===== config.mk =====
export PLATFORM = sky130hd
export DESIGN_NAME = wdog_timer
export DESIGN_NICKNAME = d
export VERILOG_FILES = /design/src/rtl/wdog_pkg.sv /design/src/rtl/wdog_ctrl.sv /design/src/rtl/wdog_datapath.sv /design/src/rtl/wdog_timer.sv
export SDC_FILE = /design/constraint.sdc
export NUM_CORES = 1
export LEC_CHECK = 0
export BUFFER_PORTS_ARGS = -buffer_cell sky130_fd_sc_hd__clkbuf_2
export CORE_UTILIZATION = 43
export CTS_CLUSTER_DIAMETER = 150
export DETAILED_ROUTE_END_ITERATION = 10
export GPL_TIMING_DRIVEN = 1
export HOLD_SLACK_MARGIN = 0.15
export PLACE_DENSITY_LB_ADDON = 0.15
export SLEW_MARGIN = 25
export SYNTH_ARGS = -nofsm -noshare
export SYNTH_HDL_FRONTEND = slang
export SYNTH_HIERARCHICAL = 1
export SYNTH_SLANG_ARGS = --single-unit

===== constraint.sdc =====
create_clock -name clk -period 6.3 [get_ports clk]
set_clock_uncertainty 0.2 [all_clocks]
set_input_delay 1.89 -clock clk [delete_from_list [all_inputs] [get_ports clk]]
set_output_delay 1.89 -clock clk [all_outputs]
set_load 0.005 [all_outputs]

===== src/rtl/wdog_pkg.sv =====
package wdog_pkg;
  // Strobes passed from the control half to the counter datapath.
  typedef struct packed {
    logic load;   // register write: reload counter
    logic tick;   // prescaler expired: decrement counter
  } wdStrobes_t;
endpackage


===== src/rtl/wdog_ctrl.sv =====
module wdog_ctrl
  import wdog_pkg::*;
#(
  parameter int TICK_CYCLES = 12288
) (
  input  logic       clk,
  input  logic       rstN,
  input  logic       wrEn,
  input  logic       wrActivate,
  input  logic       freeze,
  output logic       active,
  output wdStrobes_t strobes
);
  localparam int PRE_W = (TICK_CYCLES > 2) ? $clog2(TICK_CYCLES) : 1;
  localparam logic [PRE_W-1:0] PRE_LAST = PRE_W'(TICK_CYCLES - 1);

  logic [PRE_W-1:0] preCnt;
  logic             running;
  logic             preLast;

  assign running = active && !freeze && !wrEn;
  assign preLast = (preCnt == PRE_LAST);

  // Activation latch: set by a write, cleared only by reset.
  always_ff @(posedge clk or negedge rstN) begin
    if (!rstN)                   active <= 1'b0;
    else if (wrEn && wrActivate) active <= 1'b1;
  end

  // Prescaler: restarts on write, holds when frozen or inactive.
  always_ff @(posedge clk or negedge rstN) begin
    if (!rstN)        preCnt <= '0;
    else if (wrEn)    preCnt <= '0;
    else if (running) preCnt <= preLast ? '0 : preCnt + 1'b1;
  end

  always_comb begin
    strobes.load = wrEn;
    strobes.tick = running && preLast;
  end
endmodule


===== src/rtl/wdog_datapath.sv =====
module wdog_datapath
  import wdog_pkg::*;
#(
  parameter int CNT_W = 7
) (
  input  logic             clk,
  input  logic             rstN,
  input  wdStrobes_t       strobes,
  input  logic [CNT_W-1:0] loadVal,
  output logic [CNT_W-1:0] count,
  output logic             rstReq
);
  localparam int FIRE_BIT = CNT_W - 1;

  logic [CNT_W-1:0] countDec;
  logic             crossing;

  assign countDec = count - 1'b1;
  // Timeout when a nonzero count steps to a value with its top bit clear.
  assign crossing = (count != '0) && !countDec[FIRE_BIT];

  always_ff @(posedge clk or negedge rstN) begin
    if (!rstN)              count <= '1;
    else if (strobes.load)  count <= loadVal;
    else if (strobes.tick)  count <= countDec;
  end

  always_ff @(posedge clk or negedge rstN) begin
    if (!rstN) rstReq <= 1'b0;
    else       rstReq <= strobes.tick && !strobes.load && crossing;
  end
endmodule


===== src/rtl/wdog_timer.sv =====
module wdog_timer
  import wdog_pkg::*;
#(
  parameter int TICK_CYCLES = 12288,
  parameter int CNT_W       = 7
) (
  input  logic             clk,
  input  logic             rstN,
  input  logic             wrEn,
  input  logic [CNT_W:0]   wrData,
  input  logic             freeze,
  output logic [CNT_W:0]   rdData,
  output logic             rstReq
);
  wdStrobes_t       strobes;
  logic             active;
  logic [CNT_W-1:0] count;

  wdog_ctrl #(.TICK_CYCLES(TICK_CYCLES)) u_ctrl (
    .clk        (clk),
    .rstN       (rstN),
    .wrEn       (wrEn),
    .wrActivate (wrData[CNT_W]),
    .freeze     (freeze),
    .active     (active),
    .strobes    (strobes)
  );

  wdog_datapath #(.CNT_W(CNT_W)) u_dp (
    .clk     (clk),
    .rstN    (rstN),
    .strobes (strobes),
    .loadVal (wrData[CNT_W-1:0]),
    .count   (count),
    .rstReq  (rstReq)
  );

  assign rdData = {active, count};
endmodule


==> summary.md <==
| Metric | Value |
|---|---|
| Run status | `completed` |
| Final setup violation count | `0` |
| Part of the power in combinational logic | `~13%` |
| Setup bufs post-CTS | `0` |
| Crit path max fanout | `29` |
| Top cell family by delay on the critical path | `simple AND/OR/NAND/NOR gates` |
| Distinct cells, synth | `40` |
| Post-Synthesis Cells | `~150` |
| Switch share | `about a quarter` |
| 1st-iter DRT viols | `between 50 and 60` |
| Relative max-transition margin | `44.31%` |
| Final Critical Period | `approximately 3.5 ns` |
| Largest net degree at the start of global routing | `30` |
| Clk pwr share | `25.8%` |
| Layout area overhead | `9.467%` |
| TritonCTS clock tree | `done` |
| Prevailing post-synth register cell | `dfrtp_1` |
| Worst Tran Pin Value | `0.8323 ns` |
| First-pass GRT wire length | `about 4900 um` |
| Resize count post-CTS | `0` |
| Max IR drop VDD | `between 0.00008 and 0.00009 V` |
| Post-DP HPWL | `between 2000 and 2500 um` |
| Syn nets | `roughly 160` |
| Final setup TNS | `0 ns` |
| Type of origin of the critical path | `input pin` |
| Full die area | `about 0.0034 sq mm` |
| Share of cells above drive strength 1 | `23.03%` |
| Worst skew pair latency | `about 0.31 ns` |
| CP cell instances | `clkbuf_2 > nor3_1 > nor4b_4 > xnor2_1 > o21ai_1` |
| Critical Path AT | `~3.5 ns` |
| Initial Utilization | `between 40% and 50%` |
| Routed wire length | `around 2900 um` |
| Cell taking the most area after synthesis | `dfrtp_1` |
| Synth Register Bits | `23` |
| Reg power frac | `61.5%` |
| DRC viols | `0` |
| Root buffer cell | `clkbuf_4` |
| Antenna Cells | `0` |
| Avg Synthesized Cell Area | `between 9 and 10 sq um` |
| Static leakage | `around 0.60 nW` |
| Clk pin slew, worst setup/hold paths | `approximately 0.13 ns` |
| Top cell type's share of synthesized area | `a little under 30%` |
| Most common cell in the synthesized netlist | `nand2_1` |
| CP peak stage delay | `0.67 ns` |
| Nets | `180` |
| Unrepaired setup endpoints after global routing | `no` |
| Core Region | `between 0.003 and 0.004 sq mm` |
| # hold bufs at CTS | `0` |
| Die width | `between 50 and 60 um` |
| Fmax | `289.5 MHz` |
| Synth cell count leaders | `19 x nand2_1, 16 x dfrtp_1, 13 x nor2_1` |
| DR WL/cell | `around 14 um` |
| Max Cap Viol | `0` |
| Min-delay worst type | `reg -> reg` |
| GRT overflow | `0` |
| Asr flop ratio synth | `between 90% and 100%` |
| Vias in the first global route | `between 1000 and 1500` |
| PwrDens | `179.2 mW/mm^2` |
| Die span in y | `58.27 um` |
| Net Switching | `0.07138 mW` |
| Warning count from the yosys run | `6` |
| DP Area | `about 0.0015 sq mm` |
| Slowest CP cell | `nor3_1` |
| Design Area, Final | `roughly 0.0015 sq mm` |
| Row count | `20` |
| Initial antenna violation count | `0` |
| PortBufs | `20` |
| GRT Util Overall | `between 10% and 20%` |
| Routability cong. | `around 0.76` |
| Post-synthesis sequential area ratio | `42.92%` |
| ANT nets after route | `0` |
| Number of synthesized flops with an enable pin | `0` |
| Vias post-DR | `approximately 1200` |
| Clk sinks | `23` |
| Fin. max-slew vios | `0` |
| Mapped cell area | `around 0.0014 sq mm` |
| H-tree levels | `1` |
| Final Util | `between 40% and 50%` |
| CP required | `roughly 6.3 ns` |
| Sum of buffers and inverters on the critical path | `1` |
| Fin. Hold Viols | `0` |
| Crit. End Element | `flip-flop` |
| CTS Buffer Depth | `2` |
| I/O Pins | `21` |
| Setup Crit Path Kind | `in -> reg` |
| Period utilization | `between 50% and 60%` |
| CTS buffer count | `3` |
| Pint | `between 0.15 and 0.2 mW` |
| TritonRoute pass-1 iters | `4` |
| Via density | `5.612` |
| Top cells by area, synth | `dfrtp_1 29%, dfstp_2 14%, nand2_1 5.2%` |
[worst reg2reg max path, delay by kind of cell, from the launching register on]
family,cells,cell delay [ns]
simple gates,4,1.82
xor+xnor,1,0.16
compound gates,1,0.08
flops,1,0.44
fa+ha+maj,1,0.26
[stage by stage]
| stage | hold slack (ns) | cells | total power, mW | setup WS (ns) |
|---|---|---|---|---|
| after floorplan | 0.2649 | 149 | 0.1867 | 2.888 |
| after global placement | 0.2780 | 205 | 0.1998 | 2.556 |
| after detailed placement | 0.2998 | 205 | 0.2013 | 2.513 |
| after CTS | 0.3292 | 209 | 0.2735 | 2.840 |
| after global routing | 0.3509 | 209 | 0.2845 | 2.579 |
| final | 0.3278 | 209 | 0.2671 | 2.845 |
[worst paths after layout]
kind	from	endpoint	slack, ns	cells after the start
setup / recovery	wrEn	u_dp/count[3]	2.85	5
setup reg to reg	u_ctrl/preCnt[0]	u_dp/count[3]	3.27	7
max in group asynchronous	rstN	u_dp/count[4]	4.16	1
min in group asynchronous	rstN	u_ctrl/preCnt[0]	1.35	1
hold reg to reg	u_ctrl/preCnt[13]	u_ctrl/preCnt[13]	0.33	1
hold / removal	u_ctrl/preCnt[13]	u_ctrl/preCnt[13]	0.33	1
[flip-flops by register name, summed over array words and instances (netlist names)]
register and cells:
u_dp/rstReq 1, u_ctrl/preCnt 14, u_ctrl/active 1, u_dp/count 7
[cells by family after synthesis]
group           Yosys count  share of synthesized area (%)
buf+inv                  15                          5.791
fa+ha+maj                 2                          1.838
compound gates           31                          14.80
mux                       1                         0.7353
simple gates             71                          30.06
xor+xnor                  6                          3.860
flops                    23                          42.92
[area by class of cell]
class / instances / area (sq um)
fill: 306 / 1538
multi-input combinational: 111 / 698.2
sequential: 23 / 584.3
timing repair buffer: 20 / 100.1
tap: 44 / 55.05
clock buffer: 4 / 26.28
inverter: 7 / 26.28
[power groups by stage]
| stage | sequential, mW | combinational, mW | clock [mW] |
|---|---|---|---|
| final | 0.164 | 0.0339 | 0.0690 |
| after global routing | 0.166 | 0.0391 | 0.0796 |
| after CTS | 0.164 | 0.0345 | 0.0746 |
| after detailed placement | 0.167 | 0.0344 | 0 |
| after global placement | 0.166 | 0.0333 | 0 |
| after floorplan | 0.166 | 0.0212 | 0 |
[metal layers]
metal | wire length (um) | up-vias | global-route usage [%]
li1 | - | 578 | -
met3 | 79 | 2 | 2.009
met2 | 1330 | 16 | 30.54
met1 | 1459 | 577 | 26.01
met4 | 18 | 0 | 6.122
met5 | 0 | - | 0
[cells in the final DEF, fill, tap and decap left out, drive strengths merged, types with 4 or more instances in the layout]
cell type  count
a31oi          9
clkbuf        24
dfrtp         16
dfstp          7
inv            7
nand2         19
nand3         11
nand4          4
nor2          13
nor3           5
o21ai         10
or4            4
xnor2          4
Power figures use the tool's default switching activity.
